$ cat config.mk
export PLATFORM = sky130hd
export DESIGN_NAME = tseq_ctrl
export DESIGN_NICKNAME = d
export VERILOG_FILES = /design/src/rtl/tseq_pkg.sv /design/src/rtl/tseq_ctrl.sv
export SDC_FILE = /design/constraint.sdc
export NUM_CORES = 1
export LEC_CHECK = 0
export BUFFER_PORTS_ARGS = -buffer_cell sky130_fd_sc_hd__buf_2
export CORE_ASPECT_RATIO = 1.4
export CORE_UTILIZATION = 65
export CTS_CLUSTER_DIAMETER = 50
export CTS_CLUSTER_SIZE = 12
export DETAILED_ROUTE_END_ITERATION = 8
export PLACE_DENSITY = 0.89
export SETUP_SLACK_MARGIN = 0.02
export SLEW_MARGIN = 20
export SYNTH_ARGS = -nofsm -noshare
export SYNTH_HDL_FRONTEND = slang
export SYNTH_SLANG_ARGS = --single-unit
$ cat constraint.sdc
create_clock -name clk -period 10.9 [get_ports clk]
set_input_delay 3.27 -clock clk [delete_from_list [all_inputs] [get_ports clk]]
set_output_delay 3.27 -clock clk [all_outputs]
set_load 0.02 [all_outputs]
$ cat src/rtl/tseq_pkg.sv
package tseq_pkg;

  typedef enum logic [1:0] {
    SEQ_QUICK  = 2'd0,
    SEQ_LONG   = 2'd1,
    SEQ_MULTI  = 2'd2,
    SEQ_BRIDGE = 2'd3
  } seqKind_e;

  localparam int PAT_W  = 4;
  localparam int STEP_W = 5;

  localparam logic [PAT_W-1:0] PAT_ALL_ONES   = 4'd0;
  localparam logic [PAT_W-1:0] PAT_ONE_IN_8   = 4'd1;
  localparam logic [PAT_W-1:0] PAT_TWO_IN_8   = 4'd2;
  localparam logic [PAT_W-1:0] PAT_THREE_24   = 4'd3;
  localparam logic [PAT_W-1:0] PAT_PRBS20Q    = 4'd4;
  localparam logic [PAT_W-1:0] PAT_ALL_ZEROS  = 4'd5;
  localparam logic [PAT_W-1:0] PAT_OCT_FRAMED = 4'd6;
  localparam logic [PAT_W-1:0] PAT_OCT_OPEN   = 4'd7;
  localparam int OCT_CODES = 8;

  // list position of the all-zeros step in the quick/long list
  localparam logic [STEP_W-1:0] ZERO_POS = 5'd4;

  typedef struct packed {
    logic clearAll;
    logic stepEnd;
    logic seqEnd;
    logic monOpen;
  } ctlStrobe_t;

  function automatic logic [STEP_W-1:0] stepsIn(seqKind_e k);
    case (k)
      SEQ_MULTI:  return 5'd5;
      SEQ_BRIDGE: return 5'd21;
      default:    return 5'd7;
    endcase
  endfunction

  function automatic logic [PAT_W-1:0] patternAt(seqKind_e k, logic [STEP_W-1:0] idx);
    logic [STEP_W-1:0] rel;
    rel = idx - 5'd1;
    case (k)
      SEQ_MULTI: return idx[PAT_W-1:0];
      SEQ_BRIDGE: begin
        if (idx == 5'd0)       return PAT_ALL_ONES;
        else if (idx == 5'd20) return PAT_PRBS20Q;
        else                   return PAT_OCT_FRAMED + {1'b0, rel[2:0]};
      end
      default: begin
        case (idx)
          5'd0:    return PAT_THREE_24;
          5'd1:    return PAT_ONE_IN_8;
          5'd2:    return PAT_PRBS20Q;
          5'd3:    return PAT_ALL_ONES;
          5'd4:    return PAT_ALL_ZEROS;
          5'd5:    return PAT_OCT_FRAMED;
          default: return PAT_OCT_OPEN;
        endcase
      end
    endcase
  endfunction

endpackage

$ cat src/rtl/tseq_ctrl.sv
module tseq_ctrl
  import tseq_pkg::*;
#(
  parameter int SEC_W      = 16,
  parameter int QUICK_TX   = 5,
  parameter int MULTI_TX   = 180,
  parameter int MULTI_MON  = 175,
  parameter int BRIDGE_TX  = 30,
  parameter int BRIDGE_MON = 23
) (
  input  logic              clk,
  input  logic              rstN,
  input  logic [1:0]        seqSel,
  input  logic              start,
  input  logic              secTick,
  input  logic              b8zsOn,
  input  logic [SEC_W-1:0]  longSecs,
  output logic [PAT_W-1:0]  patSel,
  output logic [STEP_W-1:0] stepIdx,
  output logic              busy,
  output ctlStrobe_t        strobe
);

  localparam logic [SEC_W-1:0] MULTI_GUARD  = SEC_W'(MULTI_TX - MULTI_MON);
  localparam logic [SEC_W-1:0] BRIDGE_GUARD = SEC_W'(BRIDGE_TX - BRIDGE_MON);

  logic              running;
  seqKind_e          seqCur;
  logic              b8zsCur;
  logic [SEC_W-1:0]  longCur;
  logic [SEC_W-1:0]  secCnt;
  logic [SEC_W-1:0]  txLen;
  logic [SEC_W-1:0]  guardLen;
  logic [STEP_W-1:0] nextIdx;
  logic              lastTick;
  logic              lastStep;

  always_comb begin
    case (seqCur)
      SEQ_QUICK: begin
        txLen    = SEC_W'(QUICK_TX);
        guardLen = '0;
      end
      SEQ_LONG: begin
        txLen    = (longCur == '0) ? SEC_W'(1) : longCur;
        guardLen = '0;
      end
      SEQ_MULTI: begin
        txLen    = SEC_W'(MULTI_TX);
        guardLen = MULTI_GUARD;
      end
      default: begin
        txLen    = SEC_W'(BRIDGE_TX);
        guardLen = BRIDGE_GUARD;
      end
    endcase
  end

  always_comb begin
    nextIdx = stepIdx + 5'd1;
    if ((seqCur == SEQ_QUICK || seqCur == SEQ_LONG) && nextIdx == ZERO_POS && !b8zsCur)
      nextIdx = stepIdx + 5'd2;
  end

  assign lastTick = running && secTick && (secCnt == txLen - SEC_W'(1));
  assign lastStep = nextIdx >= stepsIn(seqCur);

  always_comb begin
    strobe.clearAll = start;
    strobe.stepEnd  = lastTick && !start;
    strobe.seqEnd   = lastTick && !start && lastStep;
    strobe.monOpen  = running && (secCnt >= guardLen);
  end

  always_ff @(posedge clk) begin
    if (!rstN) begin
      running <= 1'b0;
      seqCur  <= SEQ_QUICK;
      b8zsCur <= 1'b0;
      longCur <= '0;
      stepIdx <= '0;
      secCnt  <= '0;
    end else if (start) begin
      running <= 1'b1;
      seqCur  <= seqKind_e'(seqSel);
      b8zsCur <= b8zsOn;
      longCur <= longSecs;
      stepIdx <= '0;
      secCnt  <= '0;
    end else if (lastTick) begin
      secCnt <= '0;
      if (lastStep) begin
        running <= 1'b0;
        stepIdx <= '0;
      end else begin
        stepIdx <= nextIdx;
      end
    end else if (running && secTick) begin
      secCnt <= secCnt + SEC_W'(1);
    end
  end

  assign patSel = running ? patternAt(seqCur, stepIdx) : PAT_ALL_ONES;
  assign busy   = running;

  // the step position stays inside the selected list
  assert_step_in_list_R6: assert property (@(posedge clk) disable iff (!rstN)
    running |-> stepIdx < stepsIn(seqCur));

  // zero pattern never driven when substitution was off at start
  assert_zeros_skipped_R3: assert property (@(posedge clk) disable iff (!rstN)
    (running && (seqCur == SEQ_QUICK || seqCur == SEQ_LONG) && !b8zsCur)
      |-> patSel != PAT_ALL_ZEROS);

  // the second counter never passes the step length
  assert_sec_bounded_R5: assert property (@(posedge clk) disable iff (!rstN)
    running |-> secCnt < txLen);

  // a start command always leaves the block running at position 0
  assert_restart_R10: assert property (@(posedge clk) disable iff (!rstN)
    start |=> (busy && stepIdx == '0));

endmodule

==> summary.txt <==
Status
  • Run status: completed

STA
  • Period utilisation layout: 0.7646
  • Clock skew: 0.01074 ns
  • Actual slew at the worst max-slew pin: 0.9859 ns
  • Rel. slew slack: 0.3414
  • Final Hold Fails: 0
  • FMAX: 120.0 MHz
  • RSZ-0062 raised after global routing: no
  • Min cycle time layout: 8.334 ns
  • Max Transition Viols Final: 0
  • TNS Setup: 0 ns
  • Final setup viols: 0

Clocking
  • CTS tree: yes
  • Post-CTS sizing: 0
  • Register clock-pin slew on the reported worst setup and hold paths: 0.08 ns
  • Hold-fix buffers, CTS: 0
  • H-tree levels: 2
  • Clock latency on the worst-skew pair: 0.30 ns
  • Setup Fix Bufs, Post-CTS: 0
  • Clock sinks: 41
  • Root Driver: clkbuf_8
  • Clock buffer depth: 2
  • TritonCTS buffer count: 5

Layout
  • Area grow syn2layout: 5.399%
  • Layout Nets: 488
  • Post-Route Utilization: 0.7150
  • Share of layout cells above drive strength 1: 0.1578
  • Filler cells: 412
  • Antenna diode count: 0

Routing
  • Antenna violation net count after detailed routing: 0
  • Routed vias: 3,377
  • Final wirelength: 8748 µm
  • Residual DRC: 0
  • Pre-Repair DR Iteration Count: 5
  • Vias/cell: 6.545
  • Avg WL per Cell: 16.95 µm
  • Iteration-0 DRC Markers: 305

Global routing
  • Initial antenna violation count: 0
  • Global route overflow: 0
  • Largest net degree at the start of global routing: 31
  • Total track usage: 0.3176
  • Global-route wire length before repair: 14,070 µm
  • Vias in the first global route: 3,018

Synth
  • Syn Std Cell Area: 3500 µm²
  • Post-synth EDFFs: 0
  • Post-synth top area share: 0.2345
  • Post-Synth XOR/XNOR Area: 0.08259
  • Asr flop ratio synth: 0
  • Top FF cell, synth: dfxtp_1
  • Syn_nets: 482
  • Synth warnings: 0
  • Compound-Gate Fraction of Synth Area: 0.1698
  • Flops & latches, synth: 41
  • Synth cell types: 75
  • Post-synthesis sequential area ratio: 0.2345
  • Mapped Cells: 444
  • Cell accounting for the most synthesized area: dfxtp_1
  • Synth Area in Adders: 0.05363
  • Mux cell area share after synthesis: 0.06435
  • Simple-Gate Fraction of Synth Area: 0.3386
  • Largest family of logic cells by synthesized area: simple AND/OR/NAND/NOR gates
  • Synth area leaders: dfxtp_1, mux2i_1, nor2b_1, ha_1, xnor2_1
  • Avg Cell Area, Syn: 7.882 µm²

Pwr
  • Pwr dens: 90.25 nW/µm²
  • PnR Total Power: 0.0003329 W
  • VDD IR max: 0.04529 mV
  • Leak pwr: 1.444 nW

Setup path
  • CP Max Fanout: 4
  • Required time worst endpoint: 7.63 ns
  • Crit-path slowest cell: a2111oi_0
  • Crit path launch type: input pin
  • Endpoint class of the critical path: output port
  • Worst setup path class: input pin to output port
  • Crit path DAT: 5.06 ns
  • Largest stage delay on the critical path: 0.55 ns
  • Crit path cell chain: buf_2 -> nand2_1 -> a2111oi_0 -> nand2_1 -> nor2_1 -> nand4_2 -> or2_1 -> nor3b_2 -> buf_2

Die
  • Core ar.: 5159 µm²
  • Initial core utilization: 0.6784
  • Row count: 31
  • Die area: 5686 µm²
  • Die W: 64.02 µm
  • IO Count: 37
  • Die H: 88.82 µm

Min path
  • Hold Crit Class: flop to flop

Job
  • Max-cap violations: 0

Placed design
  • Post-DP HPWL: 6270 µm
  • Final GP Congestion: 0.9580
  • Port bufs: 36
## metrics by stage
stage | setup WS (ns) | cells | instance area, µm² | hold WS [ns]
after floorplan | 2.868 | 444 | 3500 | 0.4894
after global placement | 2.604 | 509 | 3602 | 0.5143
after detailed placement | 2.579 | 509 | 3602 | 0.5340
after CTS | 2.570 | 516 | 3689 | 0.5454
after global routing | 2.420 | 516 | 3689 | 0.5915
final | 2.566 | 516 | 3689 | 0.5473
## Yosys cell counts, types with 3 or more instances
cell type,instances
nor3_1,12
nor4b_1,3
nor2b_1,31
or4_1,3
o21ai_0,13
nor2_1,40
a31oi_1,5
nor3b_1,7
nand2_1,28
o32ai_1,3
a21oi_1,21
nor4_1,8
and2_1,3
mux2i_1,21
ha_1,15
or3_1,3
clkbuf_1,27
xnor2_1,21
dfxtp_1,41
nand2b_1,6
xor2_1,12
nand3_1,12
inv_1,8
or2_2,3
o31ai_1,6
and4_1,3
o21a_1,4
nor2_2,10
and3_1,7
nand4_1,4
o211ai_1,3
buf_1,5
## critical path, delay by kind of cell
family	cells	cell delay, ns
AOI/OAI and AO/OA	1	0.55
buffers and inverters	2	0.27
and+or+nand+nor	6	0.99
## routing by layer
| layer | GRT usage | share of wire | wire (µm) |
|---|---|---|---|
| met5 | 0 | 0 | 0 |
| met3 | 0.05928 | 0.058 | 509 |
| met1 | 0.3341 | 0.38 | 3364 |
| met4 | 0.2252 | 0.056 | 489 |
| met2 | 0.5687 | 0.50 | 4385 |
## cells by family (layout without fill, tap and decap cells)
family,after synthesis,in the layout
adder cells (fa/ha/maj),15,15
buffers and inverters,46,52
multiplexers,22,22
AND/OR/NAND/NOR,203,203
flip-flops,41,41
AO/OA/AOI/OAI,84,84
XOR/XNOR,33,33
## layout by cell type (no fill, tap or decap), types with 13 or more instances in the layout
cell type,instances
a21oi_1,21
buf_2,36
dfxtp_1,41
ha_1,15
mux2i_1,21
nand2_1,28
nor2_1,40
nor2b_1,31
o21ai_0,13
xnor2_1,21
## sequential cells by signal (all words and copies together), names as in the netlist
| register | count |
|---|---|
| seqCur | 2 |
| busy | 1 |
| stepIdx | 5 |
| longCur | 16 |
| secCnt | 16 |
| b8zsCur | 1 |
## area by class of cell
class	instances	area, µm²	share of cell area
timing repair buffer	37	187.7	0.05088
sequential	41	820.8	0.2225
multi-input combinational	357	2481	0.6727
tap	66	82.58	0.02239
inverter	8	30.03	0.008141
clock buffer	7	86.33	0.02341
## power by group
part | switching, W | internal [W] | leakage, nW
Sequential | 0.00000966 | 0.000154 | 0.334
Combinational | 0.0000358 | 0.0000296 | 1.06
Clock | 0.0000533 | 0.0000503 | 0.0443
Total | 0.0000988 | 0.000234 | 1.44
## final timing paths
kind / start / end / slack [ns] / depth (start not counted)
setup reg to reg: longCur[7]$_SDFFE_PN0P_ / stepIdx[0]$_SDFFE_PP0P_ / 6.79 / 13
hold reg to reg: secCnt[1]$_SDFFE_PP0P_ / secCnt[1]$_SDFFE_PP0P_ / 0.55 / 2
setup / recovery: secTick / strobe[1] / 2.57 / 9
hold / removal: secCnt[1]$_SDFFE_PP0P_ / secCnt[1]$_SDFFE_PP0P_ / 0.55 / 2
(Power assumes the default switching activity.)
